**config.mk**
```make
export PLATFORM = sky130hd
export DESIGN_NAME = cfg_watchdog
export DESIGN_NICKNAME = d
export VERILOG_FILES = /design/src/rtl/cfgwd_pkg.sv /design/src/rtl/cfgwd_key_fsm.sv /design/src/rtl/cfgwd_regs.sv /design/src/rtl/cfgwd_prescaler.sv /design/src/rtl/cfgwd_counter.sv /design/src/rtl/cfg_watchdog.sv
export SDC_FILE = /design/constraint.sdc
export NUM_CORES = 1
export LEC_CHECK = 0
export ABC_AREA = 1
export ABC_CLOCK_PERIOD_IN_PS = 3000
export BUFFER_PORTS_ARGS = -buffer_cell sky130_fd_sc_hd__buf_2
export CORE_MARGIN = 10
export CORE_UTILIZATION = 50
export DETAILED_ROUTE_END_ITERATION = 8
export HOLD_SLACK_MARGIN = 0.03
export PLACE_DENSITY_LB_ADDON = 0.05
export SYNTH_ARGS = -nofsm -noshare
export SYNTH_HDL_FRONTEND = slang
export SYNTH_HIERARCHICAL = 1
export SYNTH_SLANG_ARGS = --single-unit
```
**constraint.sdc**
```tcl
create_clock -name clk_i -period 3 [get_ports clk_i]
set_input_delay 0.45 -clock clk_i [delete_from_list [all_inputs] [get_ports clk_i]]
set_output_delay 0.45 -clock clk_i [all_outputs]
set_load 0.1 [all_outputs]
```
**src/rtl/cfgwd_pkg.sv**
```systemverilog
package cfgwd_pkg;
  localparam logic [7:0] KEY_OPEN  = 8'h87;
  localparam logic [7:0] KEY_CLOSE = 8'hAA;
  localparam logic [7:0] IDX_PAGE  = 8'h07;
  localparam logic [7:0] WD_PAGE   = 8'h08;
  localparam logic [7:0] IDX_EN    = 8'h30;
  localparam logic [7:0] IDX_UNIT  = 8'hF5;
  localparam logic [7:0] IDX_TMR   = 8'hF6;
  localparam logic [7:0] IDX_RLD   = 8'hF7;

  typedef enum logic [1:0] {
    KS_CLOSED = 2'd0,
    KS_HALF   = 2'd1,
    KS_OPEN   = 2'd2
  } key_state_e;
endpackage

```
**src/rtl/cfgwd_key_fsm.sv**
```systemverilog
module cfgwd_key_fsm
  import cfgwd_pkg::*;
(
  input  logic       clk_i,
  input  logic       rst_ni,
  input  logic       idx_we_i,
  input  logic       dat_we_i,
  input  logic [7:0] wdata_i,
  output logic       open_o,
  output logic [7:0] idx_o,
  output logic [7:0] page_o
);
  key_state_e st_q;
  logic [7:0] idx_q, page_q;

  always_ff @(posedge clk_i or negedge rst_ni) begin
    if (!rst_ni) begin
      st_q   <= KS_CLOSED;
      idx_q  <= '0;
      page_q <= '0;
    end else if (idx_we_i) begin
      unique case (st_q)
        KS_CLOSED: st_q <= (wdata_i == KEY_OPEN) ? KS_HALF : KS_CLOSED;
        KS_HALF:   st_q <= (wdata_i == KEY_OPEN) ? KS_OPEN : KS_CLOSED;
        KS_OPEN: begin
          if (wdata_i == KEY_CLOSE) st_q  <= KS_CLOSED;
          else                      idx_q <= wdata_i;
        end
        default:   st_q <= KS_CLOSED;
      endcase
    end else if (dat_we_i && st_q == KS_OPEN && idx_q == IDX_PAGE) begin
      page_q <= wdata_i;
    end
  end

  assign open_o = (st_q == KS_OPEN);
  assign idx_o  = idx_q;
  assign page_o = page_q;
endmodule

```
**src/rtl/cfgwd_regs.sv**
```systemverilog
module cfgwd_regs
  import cfgwd_pkg::*;
(
  input  logic       clk_i,
  input  logic       rst_ni,
  input  logic       wr_i,
  input  logic [7:0] idx_i,
  input  logic [7:0] wdata_i,
  input  logic       hit_i,
  output logic       en_o,
  output logic       unit_o,
  output logic       kbd_en_o,
  output logic       ms_en_o,
  output logic       expired_o
);
  always_ff @(posedge clk_i or negedge rst_ni) begin
    if (!rst_ni) begin
      en_o     <= 1'b0;
      unit_o   <= 1'b0;
      kbd_en_o <= 1'b0;
      ms_en_o  <= 1'b0;
    end else if (wr_i) begin
      if (idx_i == IDX_EN)   en_o   <= wdata_i[0];
      if (idx_i == IDX_UNIT) unit_o <= wdata_i[3];
      if (idx_i == IDX_RLD) begin
        kbd_en_o <= wdata_i[6];
        ms_en_o  <= wdata_i[7];
      end
    end
  end

  // set wins over a same-cycle clear
  always_ff @(posedge clk_i or negedge rst_ni) begin
    if (!rst_ni)                                     expired_o <= 1'b0;
    else if (hit_i)                                  expired_o <= 1'b1;
    else if (wr_i && idx_i == IDX_EN && wdata_i[1])  expired_o <= 1'b0;
  end
endmodule

```
**src/rtl/cfgwd_prescaler.sv**
```systemverilog
module cfgwd_prescaler #(
  parameter int unsigned TICKS_PER_SEC = 8,
  parameter int unsigned SECS_PER_MIN  = 60
) (
  input  logic clk_i,
  input  logic rst_ni,
  input  logic clr_i,
  input  logic unit_i,
  output logic tick_o
);
  localparam int unsigned PW = (TICKS_PER_SEC > 1) ? $clog2(TICKS_PER_SEC) : 1;
  localparam int unsigned MW = (SECS_PER_MIN  > 1) ? $clog2(SECS_PER_MIN)  : 1;

  logic [PW-1:0] pc_q;
  logic [MW-1:0] mc_q;
  logic          sec_tick, min_tick;

  assign sec_tick = !clr_i && (pc_q == PW'(TICKS_PER_SEC - 1));
  assign min_tick = sec_tick && (mc_q == MW'(SECS_PER_MIN - 1));
  assign tick_o   = unit_i ? min_tick : sec_tick;

  always_ff @(posedge clk_i or negedge rst_ni) begin
    if (!rst_ni) begin
      pc_q <= '0;
      mc_q <= '0;
    end else if (clr_i) begin
      pc_q <= '0;
      mc_q <= '0;
    end else if (sec_tick) begin
      pc_q <= '0;
      mc_q <= min_tick ? '0 : mc_q + MW'(1);
    end else begin
      pc_q <= pc_q + PW'(1);
    end
  end
endmodule

```
**src/rtl/cfgwd_counter.sv**
```systemverilog
module cfgwd_counter #(
  parameter int unsigned CW = 8
) (
  input  logic          clk_i,
  input  logic          rst_ni,
  input  logic          wr_tmr_i,
  input  logic [CW-1:0] wdata_i,
  input  logic          irq_load_i,
  input  logic          en_i,
  input  logic          tick_i,
  output logic [CW-1:0] cnt_o,
  output logic          hit_o,
  output logic          rst_o
);
  logic [CW-1:0] cnt_q, rld_q;
  logic          step;

  assign step  = en_i && tick_i && !wr_tmr_i && !irq_load_i && (cnt_q != '0);
  assign hit_o = step && (cnt_q == CW'(1));

  always_ff @(posedge clk_i or negedge rst_ni) begin
    if (!rst_ni) begin
      cnt_q <= '0;
      rld_q <= '0;
      rst_o <= 1'b0;
    end else begin
      rst_o <= hit_o;
      if (wr_tmr_i) begin
        cnt_q <= wdata_i;
        rld_q <= wdata_i;
      end else if (irq_load_i) begin
        cnt_q <= rld_q;
      end else if (step) begin
        cnt_q <= cnt_q - CW'(1);
      end
    end
  end

  assign cnt_o = cnt_q;
endmodule

```
**src/rtl/cfg_watchdog.sv**
```systemverilog
module cfg_watchdog
  import cfgwd_pkg::*;
#(
  parameter int unsigned TICKS_PER_SEC = 8,
  parameter int unsigned SECS_PER_MIN  = 60
) (
  input  logic       clk_i,
  input  logic       rst_ni,
  input  logic       idx_we_i,
  input  logic       dat_we_i,
  input  logic [7:0] wdata_i,
  output logic [7:0] rdata_o,
  input  logic       kbd_irq_i,
  input  logic       mouse_irq_i,
  output logic       wdt_rst_o,
  output logic       expired_o
);
  logic       open, wd_wr, wr_tmr, irq_load, cnt_load, tick, hit;
  logic       en, unit, kbd_en, ms_en;
  logic [7:0] idx, page, cnt;

  cfgwd_key_fsm u_key (
    .clk_i, .rst_ni, .idx_we_i, .dat_we_i, .wdata_i,
    .open_o(open), .idx_o(idx), .page_o(page)
  );

  assign wd_wr    = dat_we_i && !idx_we_i && open && (page == WD_PAGE);
  assign wr_tmr   = wd_wr && (idx == IDX_TMR);
  assign irq_load = (kbd_irq_i && kbd_en) || (mouse_irq_i && ms_en);
  assign cnt_load = wr_tmr || irq_load;

  cfgwd_regs u_regs (
    .clk_i, .rst_ni, .wr_i(wd_wr), .idx_i(idx), .wdata_i, .hit_i(hit),
    .en_o(en), .unit_o(unit), .kbd_en_o(kbd_en), .ms_en_o(ms_en),
    .expired_o
  );

  cfgwd_prescaler #(.TICKS_PER_SEC(TICKS_PER_SEC), .SECS_PER_MIN(SECS_PER_MIN)) u_pre (
    .clk_i, .rst_ni, .clr_i(!en || cnt_load), .unit_i(unit), .tick_o(tick)
  );

  cfgwd_counter #(.CW(8)) u_cnt (
    .clk_i, .rst_ni, .wr_tmr_i(wr_tmr), .wdata_i, .irq_load_i(irq_load),
    .en_i(en), .tick_i(tick), .cnt_o(cnt), .hit_o(hit), .rst_o(wdt_rst_o)
  );

  always_comb begin
    rdata_o = 8'hFF;
    if (open) begin
      if (idx == IDX_PAGE) rdata_o = page;
      else if (page == WD_PAGE) begin
        unique case (idx)
          IDX_EN:   rdata_o = {6'b0, expired_o, en};
          IDX_UNIT: rdata_o = {4'b0, unit, 3'b0};
          IDX_TMR:  rdata_o = cnt;
          IDX_RLD:  rdata_o = {ms_en, kbd_en, 6'b0};
          default:  rdata_o = 8'hFF;
        endcase
      end
    end
  end
endmodule

```
==> results of run 1 <==
==> routing by layer <==
| layer | GRT usage, % | vias to the layer above | share of wire, % | wire, um |
|---|---|---|---|---|
| met2 | 23.6 | 61 | 45 | 3450 |
| met5 | 0 | - | 0 | 0 |
| met1 | 21.0 | 1336 | 49 | 3800 |
| met4 | 3.91 | 0 | 1.1 | 86 |
| met3 | 3.29 | 8 | 4.8 | 372 |
| li1 | - | 1534 | - | - |
==> cell usage after synthesis, types with 4 or more instances <==
cell	n	area share [%]
a21oi_1	9	1.4
buf_2	4	0.62
dfrtp_1	49	38
ha_1	5	1.9
inv_1	63	7.3
inv_2	5	0.58
nand2_1	175	20
nand2_2	10	1.9
nand3_1	34	5.2
nand4_1	16	3.1
nor2_1	48	5.6
nor2_2	6	1.2
nor2_4	5	1.7
o21ai_0	12	1.9
o21ai_1	5	0.77
o21ai_2	6	1.6
==> cell families after synthesis <==
family | share of synthesized area (%)
buffers and inverters | 9.57
DFF | 37.8
AOI/OAI and AO/OA | 6.48
xor gates and xnor gates | 0.811
adders and majority gates | 1.93
and+or+nand+nor | 43.4
==> flip-flops by register name, summed over array words and instances, names as in the netlist <==
| register | flops |
|---|---|
| u_cnt/cnt_o | 8 |
| u_regs/kbd_en_o | 1 |
| u_pre/pc_q | 3 |
| u_pre/mc_q | 6 |
| u_regs/unit_o | 1 |
| u_key/page_o | 8 |
| u_regs/ms_en_o | 1 |
| u_key/st_q | 2 |
| u_regs/expired_o | 1 |
| u_key/idx_o | 8 |
| u_cnt/rld_q | 8 |
| u_cnt/rst_o | 1 |
| u_regs/en_o | 1 |
==> report_power, final <==
part	switching (mW)	leakage [nW]	internal (mW)
sequential	0.000334	0.638	0.660
combinational	0.0334	1.15	0.00929
clock	0.227	0.0681	0.331
total	0.261	1.86	1.00
==> final cells by class <==
type                       count  share of cell area, %
multi-input combinational    351                   48.1
timing repair buffer          25                   3.67
inverter                      68                   7.20
sequential                    49                   34.6
clock inverter                 3                   1.83
clock buffer                   5                   1.94
tap                           77                   2.72
==> per-stage QoR <==
stage / cells / worst slack [ps] / instance area, um^2 / util, %
floorplan: 477 / 618 / 3240 / -
global placement: 570 / 563 / 3410 / 54.1
detailed placement: 570 / 560 / 3410 / 54.1
CTS: 578 / 313 / 3550 / 56.2
global route: 578 / 115 / 3550 / 56.2
finish: 578 / 343 / 3550 / 56.2
==> worst max-delay path, cell delays in order (launching register included) <==
cell and delay [ps]:
dfrtp_1 450, inv_1 90, nand2_2 60, nor3_2 310, nand2_2 240, o21ai_0 210
inv_1 70, nand2_1 60, buf_2 420
==> path summary, 6_finish.rpt <==
check | from | to | slack, ps | cells past startpoint
worst min register to register | u_pre/pc_q[0] | u_pre/pc_q[0] | 440 | 1
worst max register to register | u_key/idx_o[3] | u_cnt/cnt_o[4] | 540 | 17
worst max-delay path | u_key/idx_o[6] | rdata_o[2] | 340 | 8
min in group clk_i | wdata_i[6] | u_regs/kbd_en_o | 430 | 3
max in group asynchronous | rst_ni | u_key/page_o[1] | 1970 | 1
worst min-delay path | rst_ni | u_cnt/cnt_o[2] | 340 | 1
==> results.json, run 1 <==
{
  "status": "complete, no violations",
  "routed_via_density": 5.08,
  "h-tree-depth": 2,
  "dpl.hpwl_um": 5840,
  "postCtsSetupBuffers": 0,
  "fin_setup_tns_ps": 0,
  "total_power_mw": 1.26,
  "cp_max_fo": 11,
  "vias": 2939,
  "fill_cells": 654,
  "drv_slew": 0,
  "critPathCaptureType": "primary output",
  "drt_iter0_markers": 208,
  "async_flop_share_pct": 100,
  "timing.hold.ws_ps": 344,
  "p_leak_nw": 1.86,
  "syn-mean-instance-area_um2": 6.80,
  "grt_pass1_vias": 2650,
  "root_buffer": "clkbuf_8",
  "rsz0062_at_grt": "false",
  "rows": 29,
  "grt_usage_pct": 15.2,
  "cts_made_buffers": 5,
  "syn_inst": 477,
  "worstMarginPinSlew_ps": 1110,
  "coreArea_um2": 6310,
  "final_cell_mix": "nand2_1, inv_1, dfrtp_1",
  "antenna_left": 0,
  "wl_um": 7710,
  "ioPinCount": 24,
  "initial_core_util_pct": 51.3,
  "die_w_um": 101,
  "antenna_found_initial": 0,
  "grt_first_pass_wirelength_um": 12600,
  "grt_max_degree": 50,
  "timing.final.crit_share_pct": 88.6,
  "clock_sinks": 49,
  "hp-class": "in -> async",
  "power.density_nw_per_um2": 356,
  "multiInputGateArea_um2": 1710,
  "period_minus_slack_ps": 2660,
  "clockBufferDepth": 2,
  "regArea_um2": 1230,
  "area_delta_synth_final_pct": 9.42,
  "synth-seq-cells": 49,
  "synth_edf_count": 0,
  "netlist_area_um2": 3240,
  "finalHoldViolCount": 0,
  "worstSetupPathType": "reg -> out",
  "synth-main-ff-cell": "dfrtp_1",
  "mostFrequentLayoutCell": "nand2_1",
  "critPathArrivalTime_ps": 2210,
  "clock.fmax_mhz": 376,
  "fin_nets": 519,
  "die_height_um": 101,
  "wl_per_cell_um": 13.3,
  "ir_drop_mv": 0.254,
  "io_buffers": 23,
  "overflow": 0,
  "dieArea_um2": 10100,
  "remaining_drc_errors": 0,
  "ys.warnings.count": 6,
  "ys_seq_area_share_pct": 37.8,
  "setup_viol": 0,
  "cp.required_ps": 2550,
  "drv_cap": 0,
  "syn-num-nets": 496,
  "gp_congestion": 0.894,
  "drive_above_1_share_pct": 15.2,
  "first_pass_iters": 5,
  "startpoint_type": "flip-flop",
  "fin_worst_skew_ps": 9.60,
  "ys_types": 33,
  "relSlewSlack_pct": 26.1,
  "cts_tree": "yes",
  "clk_pin_slew_ps": 90,
  "cts.repair.resized": 0,
  "cts_hold_buffers": 0,
  "insertion_delay_ps": 310,
  "diodes": 0
}
Note: power is estimated with default switching activity, not from simulation.
==> run 2, diff against run 1 <==
--- a/config.mk
+++ b/config.mk
@@ -8,8 +8,9 @@
 export ABC_AREA = 1
 export ABC_CLOCK_PERIOD_IN_PS = 3000
 export BUFFER_PORTS_ARGS = -buffer_cell sky130_fd_sc_hd__buf_2
+export CORE_ASPECT_RATIO = 0.6
 export CORE_MARGIN = 10
-export CORE_UTILIZATION = 50
+export CORE_UTILIZATION = 30
 export DETAILED_ROUTE_END_ITERATION = 8
 export HOLD_SLACK_MARGIN = 0.03
 export PLACE_DENSITY_LB_ADDON = 0.05
==> results.json, run 2 (synthesized netlist as in run 1, its figures left out) <==
{
  "status": "complete, no violations",
  "remaining_drc_errors": 0,
  "gp_congestion": 0.843,
  "grt_max_degree": 29,
  "power_frac_clock_pct": 44.4,
  "p_comb_share_pct": 3.7,
  "overflow": 0,
  "diodes": 0,
  "drive_above_1_share_pct": 15.5,
  "insertion_delay_ps": 290,
  "setup_viol": 0,
  "first_pass_iters": 4,
  "hp-class": "in -> async",
  "cts_made_buffers": 5,
  "timing.final.crit_share_pct": 94.3,
  "dpl.hpwl_um": 7170,
  "rsz0062_at_grt": "false",
  "clk_pin_slew_ps": 70,
  "ir_drop_mv": 0.199,
  "cts_tree": "yes",
  "startpoint_type": "flip-flop",
  "utilization_pct": 34.6,
  "initial_core_util_pct": 30.7,
  "swShare_pct": 23.2,
  "relSlewSlack_pct": 62.9,
  "grt_usage_pct": 12.3,
  "internal_power_mw": 0.978,
  "power.density_nw_per_um2": 349,
  "cp.required_ps": 2550,
  "io_buffers": 23,
  "rows": 29,
  "reg2reg_setup_slack_ps": 550,
  "area_delta_synth_final_pct": 12.7,
  "dieArea_um2": 15500,
  "drv_slew": 0,
  "ioPinCount": 24,
  "cts_hold_buffers": 0,
  "wl_per_cell_um": 14.6,
  "drt_iter0_markers": 177,
  "die_height_um": 101,
  "coreArea_um2": 10600,
  "clock.fmax_mhz": 353,
  "p_leak_nw": 1.88,
  "grt_first_pass_wirelength_um": 15300,
  "antenna_left": 0,
  "antenna_found_initial": 0,
  "postCtsSetupBuffers": 0,
  "mostFrequentLayoutCell": "nand2_1",
  "root_buffer": "clkbuf_16",
  "critPathArrivalTime_ps": 2380,
  "finalHoldViolCount": 0,
  "routed_via_density": 4.61,
  "power_frac_seq_pct": 51.9,
  "clock_sinks": 49,
  "critPathCaptureType": "primary output",
  "cp_max_fo": 11,
  "drv_cap": 0,
  "clockBufferDepth": 2,
  "h-tree-depth": 2,
  "final_cell_mix": "nand2_1, inv_1, dfrtp_1",
  "worstSetupPathType": "reg -> out",
  "fin_nets": 522,
  "worstMarginPinSlew_ps": 556,
  "die_w_um": 154,
  "cts.repair.resized": 0,
  "fin_setup_tns_ps": 0,
  "vias": 2964,
  "fin_worst_skew_ps": 5.59,
  "wl_um": 9360,
  "p_switching_mw": 0.296,
  "grt_pass1_vias": 2747,
  "period_minus_slack_ps": 2830
}
-- run 2: changes by cell type in the layout (fill, tap and decap cells not counted) --
cell       change
clkbuf_8       -5
clkbuf_1       +1
bufinv_16      -2
clkbuf_16      +5
buf_4          +3
clkinv_2       +1
-- run 2: path summary, 6_finish.rpt --
kind	startpoint	end	cells past startpoint
setup / recovery	u_key/idx_o[6]	rdata_o[2]	8
hold / removal	rst_ni	u_pre/mc_q[5]	1
setup reg to reg	u_key/idx_o[3]	u_cnt/cnt_o[6]	17
hold reg to reg	u_pre/pc_q[0]	u_pre/pc_q[0]	1
max in group asynchronous	rst_ni	u_key/page_o[1]	2
min in group clk_i	u_pre/pc_q[0]	u_pre/pc_q[0]	1
-- run 2: metrics by stage --
| stage | worst slack [ps] | instance area (um^2) | power, mW | hold slack [ps] | cells |
|---|---|---|---|---|---|
| 6_report | 170 | 3650 | 1.27 | 137 | 643 |
| 2_1_floorplan | 618 | 3240 | 0.683 | 154 | 477 |
| 3_5_place_dp | 453 | 3510 | 0.724 | 429 | 635 |
| 3_3_place_gp | 516 | 3510 | 0.724 | 430 | 635 |
| 4_1_cts | 185 | 3650 | 1.30 | 162 | 643 |
| 5_1_grt | 43.9 | 3650 | 1.33 | 189 | 643 |
-- run 2: final cells by class --
class                      instances  area (um^2)
clock buffer                       6          129
clock inverter                     2         10.0
fill                            1139         6910
inverter                          68          255
multi-input combinational        351         1710
sequential                        49         1230
tap                              139          174
timing repair buffer              28          153
-- run 2: per-layer routing --
layer / track usage, % / share of wire, % / up-vias
met5: 0 / 0 / -
met4: 2.39 / 0.68 / 0
met3: 2.77 / 5.2 / 7
met2: 15.8 / 38 / 54
met1: 19.6 / 57 / 1360
li1: - / - / 1543
-- run 2: worst max-delay path: stages, from the launching register on --
cell	delay [ps]
dfrtp_1	440
inv_1	90
nand2_2	70
nor3_2	420
nand2_2	280
o21ai_0	230
inv_1	50
nand2_1	70
buf_2	420
-- run 2: power by group through the flow --
stage	clock network (mW)	logic [mW]	registers [mW]
2_1_floorplan	0	0.00943	0.674
3_3_place_gp	0	0.0504	0.674
3_5_place_dp	0	0.0502	0.673
4_1_cts	0.590	0.0502	0.660
5_1_grt	0.615	0.0547	0.660
6_report	0.566	0.0472	0.661
